===== src/rtl/smb_cfg_pkg.sv =====
package smb_cfg_pkg;

    typedef enum logic [3:0] {
        S_IDLE,
        S_ADDR,
        S_ADDR_ACK,
        S_INDEX,
        S_INDEX_ACK,
        S_COUNT,
        S_COUNT_ACK,
        S_WDATA,
        S_WDATA_ACK,
        S_SEND,
        S_HOST_ACK,
        S_IGNORE
    } smb_state_t;

    localparam int SPREAD_REG = 0;
    localparam int SPREAD_BIT = 0;
    localparam int FSEL_REG   = 1;
    localparam int FSEL_BIT   = 0;

    function automatic logic [7:0] reset_byte(input int idx, input int nregs);
        if (idx == nregs - 1)   return 8'(nregs);
        if (idx == SPREAD_REG)  return 8'(1 << SPREAD_BIT);
        if (idx == FSEL_REG)    return 8'(1 << FSEL_BIT);
        return 8'h00;
    endfunction

endpackage


===== src/rtl/smb_pin_sync.sv =====
module smb_pin_sync #(
    parameter int SYNC_STAGES = 2
) (
    input  logic clk,
    input  logic rst_n,
    input  logic scl_i,
    input  logic sda_i,
    output logic scl_s,
    output logic sda_s,
    output logic ev_rise,
    output logic ev_fall,
    output logic ev_start,
    output logic ev_stop
);
    localparam int LAST = SYNC_STAGES - 1;

    logic [LAST:0] scl_pipe;
    logic [LAST:0] sda_pipe;
    logic          scl_d;
    logic          sda_d;

    always_ff @(posedge clk or negedge rst_n) begin
        if (!rst_n) begin
            scl_pipe <= '1;
            sda_pipe <= '1;
            scl_d    <= 1'b1;
            sda_d    <= 1'b1;
        end else begin
            scl_pipe <= {scl_pipe[LAST-1:0], scl_i};
            sda_pipe <= {sda_pipe[LAST-1:0], sda_i};
            scl_d    <= scl_pipe[LAST];
            sda_d    <= sda_pipe[LAST];
        end
    end

    assign scl_s    = scl_pipe[LAST];
    assign sda_s    = sda_pipe[LAST];
    assign ev_rise  = scl_s & ~scl_d;
    assign ev_fall  = ~scl_s & scl_d;
    assign ev_start = scl_s & scl_d & sda_d & ~sda_s;
    assign ev_stop  = scl_s & scl_d & ~sda_d & sda_s;

endmodule


===== src/rtl/smb_reg_bank.sv =====
module smb_reg_bank
    import smb_cfg_pkg::*;
#(
    parameter int NREGS = 8
) (
    input  logic                     clk,
    input  logic                     rst_n,
    input  logic                     wr_en_i,
    input  logic [$clog2(NREGS)-1:0] wr_idx_i,
    input  logic [7:0]               wr_data_i,
    input  logic [$clog2(NREGS)-1:0] rd_idx_i,
    output logic [7:0]               rd_data_o,
    output logic [7:0]               count_o,
    output logic [NREGS*8-1:0]       regs_o
);
    logic [7:0] mem [NREGS];

    always_ff @(posedge clk or negedge rst_n) begin
        if (!rst_n) begin
            for (int i = 0; i < NREGS; i++) begin
                mem[i] <= reset_byte(i, NREGS);
            end
        end else if (wr_en_i) begin
            mem[wr_idx_i] <= wr_data_i;
        end
    end

    generate
        for (genvar g = 0; g < NREGS; g++) begin : g_flat
            assign regs_o[g*8 +: 8] = mem[g];
        end
    endgenerate

    assign rd_data_o = mem[rd_idx_i];
    assign count_o   = mem[NREGS-1];

endmodule


===== src/rtl/smb_target_fsm.sv =====
module smb_target_fsm
    import smb_cfg_pkg::*;
#(
    parameter int         NREGS    = 8,
    parameter logic [6:0] DEV_ADDR = 7'h69
) (
    input  logic                     clk,
    input  logic                     rst_n,
    input  logic                     sda_s,
    input  logic                     ev_rise,
    input  logic                     ev_fall,
    input  logic                     ev_start,
    input  logic                     ev_stop,
    input  logic [7:0]               rdata_i,
    input  logic [7:0]               count_i,
    output logic [$clog2(NREGS)-1:0] ptr_o,
    output logic                     wr_en_o,
    output logic [7:0]               wr_data_o,
    output logic                     sda_oe_o
);
    localparam int IDXW = $clog2(NREGS);

    smb_state_t      state, state_n;
    logic [3:0]      bitcnt, bitcnt_n;
    logic [7:0]      shreg, shreg_n;
    logic [IDXW-1:0] ptr, ptr_n;
    logic [7:0]      remain, remain_n;
    logic            is_read, is_read_n;
    logic            host_ack, host_ack_n;
    logic            byte_done;

    function automatic logic [IDXW-1:0] step(input logic [IDXW-1:0] p);
        return (p == IDXW'(NREGS - 1)) ? '0 : p + IDXW'(1);
    endfunction

    assign byte_done = ev_fall && (bitcnt == 4'd8);

    // next state and datapath
    always_comb begin
        state_n    = state;
        bitcnt_n   = bitcnt;
        shreg_n    = shreg;
        ptr_n      = ptr;
        remain_n   = remain;
        is_read_n  = is_read;
        host_ack_n = host_ack;
        wr_en_o    = 1'b0;
        if (ev_stop) begin
            state_n = S_IDLE;
        end else if (ev_start) begin
            state_n  = S_ADDR;
            bitcnt_n = '0;
        end else begin
            unique case (state)
                S_IDLE, S_IGNORE: ;
                S_ADDR, S_INDEX, S_COUNT, S_WDATA: begin
                    if (ev_rise && bitcnt != 4'd8) begin
                        shreg_n  = {shreg[6:0], sda_s};
                        bitcnt_n = bitcnt + 4'd1;
                    end else if (byte_done) begin
                        bitcnt_n = '0;
                        if (state == S_ADDR) begin
                            if (shreg[7:1] == DEV_ADDR) begin
                                state_n   = S_ADDR_ACK;
                                is_read_n = shreg[0];
                            end else begin
                                state_n = S_IGNORE;
                            end
                        end else if (state == S_INDEX) begin
                            ptr_n   = shreg[IDXW-1:0];
                            state_n = S_INDEX_ACK;
                        end else if (state == S_COUNT) begin
                            remain_n = shreg;
                            state_n  = S_COUNT_ACK;
                        end else if (remain != 8'd0) begin
                            wr_en_o  = 1'b1;
                            remain_n = remain - 8'd1;
                            ptr_n    = step(ptr);
                            state_n  = S_WDATA_ACK;
                        end else begin
                            state_n = S_IGNORE;
                        end
                    end
                end
                S_ADDR_ACK: begin
                    if (ev_fall) begin
                        bitcnt_n = '0;
                        if (is_read) begin
                            state_n = S_SEND;
                            shreg_n = count_i;
                        end else begin
                            state_n = S_INDEX;
                        end
                    end
                end
                S_INDEX_ACK: if (ev_fall) state_n = S_COUNT;
                S_COUNT_ACK: if (ev_fall) state_n = S_WDATA;
                S_WDATA_ACK: if (ev_fall) state_n = S_WDATA;
                S_SEND: begin
                    if (ev_fall) begin
                        if (bitcnt == 4'd7) begin
                            state_n = S_HOST_ACK;
                        end else begin
                            shreg_n  = {shreg[6:0], 1'b0};
                            bitcnt_n = bitcnt + 4'd1;
                        end
                    end
                end
                S_HOST_ACK: begin
                    if (ev_rise) begin
                        host_ack_n = ~sda_s;
                    end else if (ev_fall) begin
                        if (host_ack) begin
                            state_n  = S_SEND;
                            shreg_n  = rdata_i;
                            ptr_n    = step(ptr);
                            bitcnt_n = '0;
                        end else begin
                            state_n = S_IDLE;
                        end
                    end
                end
                default: state_n = S_IDLE;
            endcase
        end
    end

    // state register
    always_ff @(posedge clk or negedge rst_n) begin
        if (!rst_n) begin
            state    <= S_IDLE;
            bitcnt   <= '0;
            shreg    <= '0;
            ptr      <= '0;
            remain   <= '0;
            is_read  <= 1'b0;
            host_ack <= 1'b0;
        end else begin
            state    <= state_n;
            bitcnt   <= bitcnt_n;
            shreg    <= shreg_n;
            ptr      <= ptr_n;
            remain   <= remain_n;
            is_read  <= is_read_n;
            host_ack <= host_ack_n;
        end
    end

    // outputs
    always_comb begin
        unique case (state)
            S_ADDR_ACK, S_INDEX_ACK, S_COUNT_ACK, S_WDATA_ACK: sda_oe_o = 1'b1;
            S_SEND:                                            sda_oe_o = ~shreg[7];
            default:                                           sda_oe_o = 1'b0;
        endcase
    end

    assign ptr_o     = ptr;
    assign wr_data_o = shreg;

endmodule


===== src/rtl/smb_cfg_target.sv =====
module smb_cfg_target
    import smb_cfg_pkg::*;
#(
    parameter int         NREGS    = 8,
    parameter logic [6:0] DEV_ADDR = 7'h69
) (
    input  logic               clk,
    input  logic               rst_n,
    input  logic               scl_i,
    input  logic               sda_i,
    output logic               sda_oe_o,
    output logic [NREGS*8-1:0] regs_o,
    output logic               spread_en_o,
    output logic               sel24_o
);
    localparam int IDXW = $clog2(NREGS);

    logic            scl_s, sda_s;
    logic            ev_rise, ev_fall, ev_start, ev_stop;
    logic [IDXW-1:0] ptr;
    logic            wr_en;
    logic [7:0]      wr_data;
    logic [7:0]      rd_data;
    logic [7:0]      count_val;

    smb_pin_sync #(.SYNC_STAGES(2)) u_sync (
        .clk      (clk),
        .rst_n    (rst_n),
        .scl_i    (scl_i),
        .sda_i    (sda_i),
        .scl_s    (scl_s),
        .sda_s    (sda_s),
        .ev_rise  (ev_rise),
        .ev_fall  (ev_fall),
        .ev_start (ev_start),
        .ev_stop  (ev_stop)
    );

    smb_target_fsm #(.NREGS(NREGS), .DEV_ADDR(DEV_ADDR)) u_fsm (
        .clk       (clk),
        .rst_n     (rst_n),
        .sda_s     (sda_s),
        .ev_rise   (ev_rise),
        .ev_fall   (ev_fall),
        .ev_start  (ev_start),
        .ev_stop   (ev_stop),
        .rdata_i   (rd_data),
        .count_i   (count_val),
        .ptr_o     (ptr),
        .wr_en_o   (wr_en),
        .wr_data_o (wr_data),
        .sda_oe_o  (sda_oe_o)
    );

    smb_reg_bank #(.NREGS(NREGS)) u_bank (
        .clk       (clk),
        .rst_n     (rst_n),
        .wr_en_i   (wr_en),
        .wr_idx_i  (ptr),
        .wr_data_i (wr_data),
        .rd_idx_i  (ptr),
        .rd_data_o (rd_data),
        .count_o   (count_val),
        .regs_o    (regs_o)
    );

    assign spread_en_o = regs_o[SPREAD_REG*8 + SPREAD_BIT];
    assign sel24_o     = regs_o[FSEL_REG*8 + FSEL_BIT];

endmodule


===== config.mk =====
export PLATFORM = sky130hd
export DESIGN_NAME = smb_cfg_target
export DESIGN_NICKNAME = d
export VERILOG_FILES = /design/src/rtl/smb_cfg_pkg.sv /design/src/rtl/smb_pin_sync.sv /design/src/rtl/smb_reg_bank.sv /design/src/rtl/smb_target_fsm.sv /design/src/rtl/smb_cfg_target.sv
export SDC_FILE = /design/constraint.sdc
export NUM_CORES = 1
export LEC_CHECK = 0
export ABC_CLOCK_PERIOD_IN_PS = 3660
export CAP_MARGIN = 20
export CORE_MARGIN = 3
export CORE_UTILIZATION = 44
export CTS_BUF_LIST = sky130_fd_sc_hd__clkbuf_4 sky130_fd_sc_hd__clkbuf_8
export CTS_CLUSTER_DIAMETER = 30
export DETAILED_ROUTE_END_ITERATION = 7
export PLACE_DENSITY = 0.66
export SYNTH_ARGS = -nofsm -noshare
export SYNTH_HDL_FRONTEND = slang
export SYNTH_SLANG_ARGS = --single-unit

===== constraint.sdc =====
create_clock -name clk -period 3.66 [get_ports clk]
set_clock_uncertainty 0.2 [all_clocks]
set_input_delay 0.732 -clock clk [delete_from_list [all_inputs] [get_ports clk]]
set_output_delay 0.732 -clock clk [all_outputs]
set_load 0.05 [all_outputs]

## After elaboration in Yosys (flattened, before gate mapping)

Index checks and enable logic that the tools add are counted.

| operators by class | value |
|---|---|
| add/subtract/negate cells | 3 |
| order comparisons | 2 |
| equality and inequality tests | 46 |
| mux-type cells | 67 |
| bitwise operators | 18 |
| reductions and logical operators | 20 |

Operators with widths:

| kind | count |
|---|---|
| $mux 4 | 26 |
| $mux 8 | 13 |
| $bwmux 64 | 1 |
| $pmux 8 s4 | 1 |
| $mux 3 | 10 |
| $pmux 4 s7 | 1 |
| $bmux 8 s3 | 1 |
| $demux 8 s3 | 1 |
| $ne 4x3->1 const B | 6 |
| $reduce_and 11->1 | 2 |
| $eq 4x3->1 const B | 5 |
| $eq 4x4->1 const B | 5 |
| $pmux 4 s4 | 1 |
| $ne 3x2->1 const B | 5 |
| $ne 2x1->1 const B | 7 |
| $ne 4x4->1 const B | 3 |
| $not 1->1 | 10 |
| $reduce_and 10->1 | 1 |
| $mux 1 | 9 |
| $ne 3x3->1 const B | 3 |
| $reduce_and 9->1 | 1 |
| $eq 4x2->1 const B | 2 |
| $ne 2x2->1 const B | 4 |
| $reduce_and 8->1 | 1 |
| 26 further kinds | 37 |

| storage, ports and cells | value |
|---|---|
| register bits after elaboration | 99 |
| output and inout bits | 67 |
| logic and storage cells | 175 |

## Depth between registers and ports, before layout

| depth | value |
|---|---|
| depth after elaboration | 10 |
| mapped depth | 9 |
| mapped depth without buffers | 7 |

## Hierarchy

A second synthesis with hierarchy kept.

| unflattened totals | value |
|---|---|
| cells, all modules | 451 |
| area total of the unflattened synthesis | 5514.0 µm² |

By module, submodules not included:

| module | instances | cells an instance | area each (µm²) | sequential area each (µm²) |
|---|---|---|---|---|
| smb_reg_bank | 1 | 180 | 3056.7 | 1605.3 |
| smb_target_fsm | 1 | 259 | 2252.2 | 725.7 |
| smb_pin_sync | 1 | 10 | 190.2 | 157.7 |
| smb_cfg_target | 1 | 2 | 15.0 | 0.0 |

## Worst setup path before layout

Ideal clock, no wire load.

| timing | value |
|---|---|
| path kind | reg2out |
| from | reg u_fsm.state[1] |
| to | out sda_oe_o |
| arrival time | 1.747 ns |
| required time | 2.728 ns |
| slack | 0.981 ns |
| cell stages (with the launch flop) | 5 |
| path buffers | 0 |
| cell sequence | dfrtp_1 -> or2_2 -> nor2_1 -> nor2_1 -> o22ai_1 |

| on the way | value |
|---|---|
| longest elaborated chain between the ends | 3 |
| elaborated cells between the ends (all ways) | 7 |

Ends and longest elaborated chain:

| element | RTL line | text |
|---|---|---|
| start: declaration | smb_target_fsm.sv:23 | `smb_state_t state, state_n;` |
| start signal: assignment | smb_target_fsm.sv:139 | `state <= state_n;` |
| $eq 4x2->1, or another cell as far along | smb_target_fsm.sv:151 | `unique case (state)` |
| $reduce_or 4->1 | smb_target_fsm.sv:151 |  |
| $pmux 1 s2 * | smb_target_fsm.sv:151 |  |
| end: declaration | smb_cfg_target.sv:11 | `output logic sda_oe_o,` |

Every way passes the cells marked *; elsewhere a longest branch is shown, timed or not.

## Final worst setup path

Same ends and word-level chain as after synthesis.

==> impl_metrics.toml <==
[outcome]
outcome = "finished, final reports clean"

[floorplan]
io_pins = 71
chipWidth_microns = 115
die-area_sq_um = 13200
num_rows = 39
core_area_sq_um = 11500
die_h_microns = 115
initial_core_util = 0.453

[final_layout]
final_common_cell = "dfrtp_1"
final_cell_mix = "90 x dfrtp_1, 75 x mux2_2, 68 x clkdlybuf4s50_1"
drive_above_1_share = 0.273
multi_input_area_sq_um = 2560
register_area_sq_um = 2490
fin_nets = 506
n_antenna_cell = 0
syn_to_final_growth_pct = 18.8
nFillCells = 1035

[worst_setup_path]
startpoint_type = "flip-flop"
cp-end-kind = "output port"
cp.arrival_ns = 2.16
crit_type = "reg2out"
worst_ep_required_time_ns = 2.73
path_max_fanout = 25

[timing]
slew_headroom = 0.493
setup_viol_count_final = 0
rsz0062_at_grt = "no"
hold_violations = 0
setup_tns_ns = 0
drv_slew = 0
period_needed_ns = 3.09
finalCritPeriodShare = 0.845
max_freq_ghz = 0.323
tightest_slew_ns = 0.761
fin_ws_ns = 0.568

[synthesis]
synthFlopType = "dfrtp_1"
synthesis.area_sq_um = 5220
ys_top_cells_by_area = "dfrtp_1 43%, mux2_2 16%, mux4_2 6.9%"
syn_area_per_cell_sq_um = 11.8
syn-num-nets = 452
synth_cells = 442
synth_cell_types = 58
yosysSeqAreaShare = 0.477
synth-edff-count = 0
ys_ff_latch = 99
yosys_warnings = 0
synth.top_cell.area_share = 0.431
yosysTopAreaCell = "dfrtp_1"
synth-async-reset-ratio = 1.00

[clock_tree]
clock_path_buffers = 2
cts_num_sinks = 99
cts.root.buffer_cell = "clkbuf_8"
cts_setup_buffers = 0
clk_latency_ns = 0.38
post_cts_resized = 0
cts-htree-levels = 3
clkTransAtPathRegs_ns = 0.10
cts_tree = "yes"
holdBufCountCts = 0
cts_inserted_buffers = 9

[global_routing]
antenna_found_initial = 0
grt_pass1_vias = 4091
track_usage = 0.216
grt_max_degree = 52
gr-total-overflow = 0
grt_pass1_wl_mm = 22.0

[placement]
dp_hpwl_mm = 9.03
pre_cts_slack_ns = 0.650
io_buffers = 70
gp_congestion = 0.911

[route]
initialDrtViolationCount = 185
vias_per_cell = 5.99
first_pass_iters = 4
wirelength_mm = 13.3
drc_errors = 0
wl_per_cell_microns = 20.7
vias = 3856
ant_nets = 0

[pwr]
power_density_nw_per_um2 = 480
max-vdd-ir-drop_mv = 0.210
p_leak_nw = 2.68

[worst_hold_path]
hp-class = "in2async"

[job]
maxCapViolCount = 0
-- routing by layer --
metal  track usage  wire length, microns  up-vias
li1              -                     -     1763
met1         0.289                  5920     1967
met2         0.341                  6510       98
met3        0.0484                   533       28
met4        0.0861                   384        0
met5             0                     0        -
-- path summary, 6_finish.rpt --
kind	start	endpoint	slack [ns]	depth (start not counted)
setup / recovery	u_fsm.state[1]	sda_oe_o	0.57	5
hold / removal	rst_n	u_fsm.bitcnt[0]	0.16	1
setup reg to reg	u_fsm.bitcnt[1]	u_bank.regs_o[23]	0.61	7
hold reg to reg	u_sync.sda_pipe[0]	u_sync.sda_pipe[1]	0.16	0
max in group asynchronous	rst_n	u_bank.regs_o[0]	2.31	2
min in group clk	u_sync.sda_pipe[0]	u_sync.sda_pipe[1]	0.16	0
-- cells in the mapped netlist (3+ instances only) --
cell	n
and3_1	9
inv_1	8
a211oi_1	7
mux4_2	16
nor2b_1	3
nand3_1	11
nand4_1	4
dfrtp_1	90
mux2i_1	6
nand3b_1	3
o21ai_0	18
a31oi_1	5
a22oi_1	8
dfstp_2	9
nand2_1	21
ha_1	6
clkbuf_1	22
a21oi_1	32
or3b_2	3
o22ai_1	7
o21a_1	3
nor3_1	3
nand2b_1	8
mux2_2	75
nor2_1	21
or2_2	3
buf_2	5
-- through the flow --
stage	power (mW)	util	std cells	instance area, sq um	hold WS, ns
floorplan	2.00	-	442	5220	0.145
global placement	2.23	0.521	628	6000	0.147
detailed placement	2.27	0.521	628	6000	0.149
CTS	2.99	0.539	644	6200	0.161
global route	3.14	0.539	644	6200	0.167
finish	2.98	0.539	644	6200	0.160
-- kinds of logic (layout without fill, tap and decap cells) --
group,Yosys count,after routing,share of synthesized area
AO/OA/AOI/OAI,93,93,0.113
adder cells (fa/ha/maj),6,6,0.0144
AND/OR/NAND/NOR,105,105,0.118
multiplexers,97,97,0.242
flip-flops,99,99,0.477
XOR/XNOR,1,1,0.00168
buffers and inverters,41,100,0.0338
-- state kept, by name, indices dropped and copies added, names as in the netlist --
name             count
u_fsm.is_read        1
u_bank.count_o       8
u_fsm.bitcnt         4
u_fsm.remain         8
u_fsm.state          4
u_bank.regs_o       56
u_fsm.wr_data_o      8
u_sync.scl_d         1
u_fsm.ptr_o          3
u_sync.sda_d         1
u_sync.scl_pipe      2
u_sync.sda_pipe      2
u_fsm.host_ack       1
-- layout make-up --
| cell class | instances | area share |
|---|---|---|
| Timing Repair Buffer | 75 | 0.120 |
| Clock buffer | 12 | 0.0236 |
| Clock inverter | 4 | 0.00867 |
| Tap cell | 143 | 0.0288 |
| Inverter | 9 | 0.00545 |
| Sequential cell | 99 | 0.401 |
| Multi-Input combinational cell | 302 | 0.412 |
-- worst max-delay path: stages (launching register included) --
cell     delay, ns
dfrtp_1       0.67
or2_2         0.43
nor2_1        0.23
nor2_1        0.09
o22ai_1       0.13
buf_4         0.23
-- power breakdown --
| part | total (mW) | leakage, nW | internal [mW] | switching [mW] |
|---|---|---|---|---|
| Combinational | 0.819 | 1.25 | 0.348 | 0.471 |
| Clock | 0.726 | 0.0971 | 0.341 | 0.386 |
| Sequential | 1.43 | 1.33 | 1.17 | 0.267 |
No activity file was read; power rests on OpenSTA's default activity.
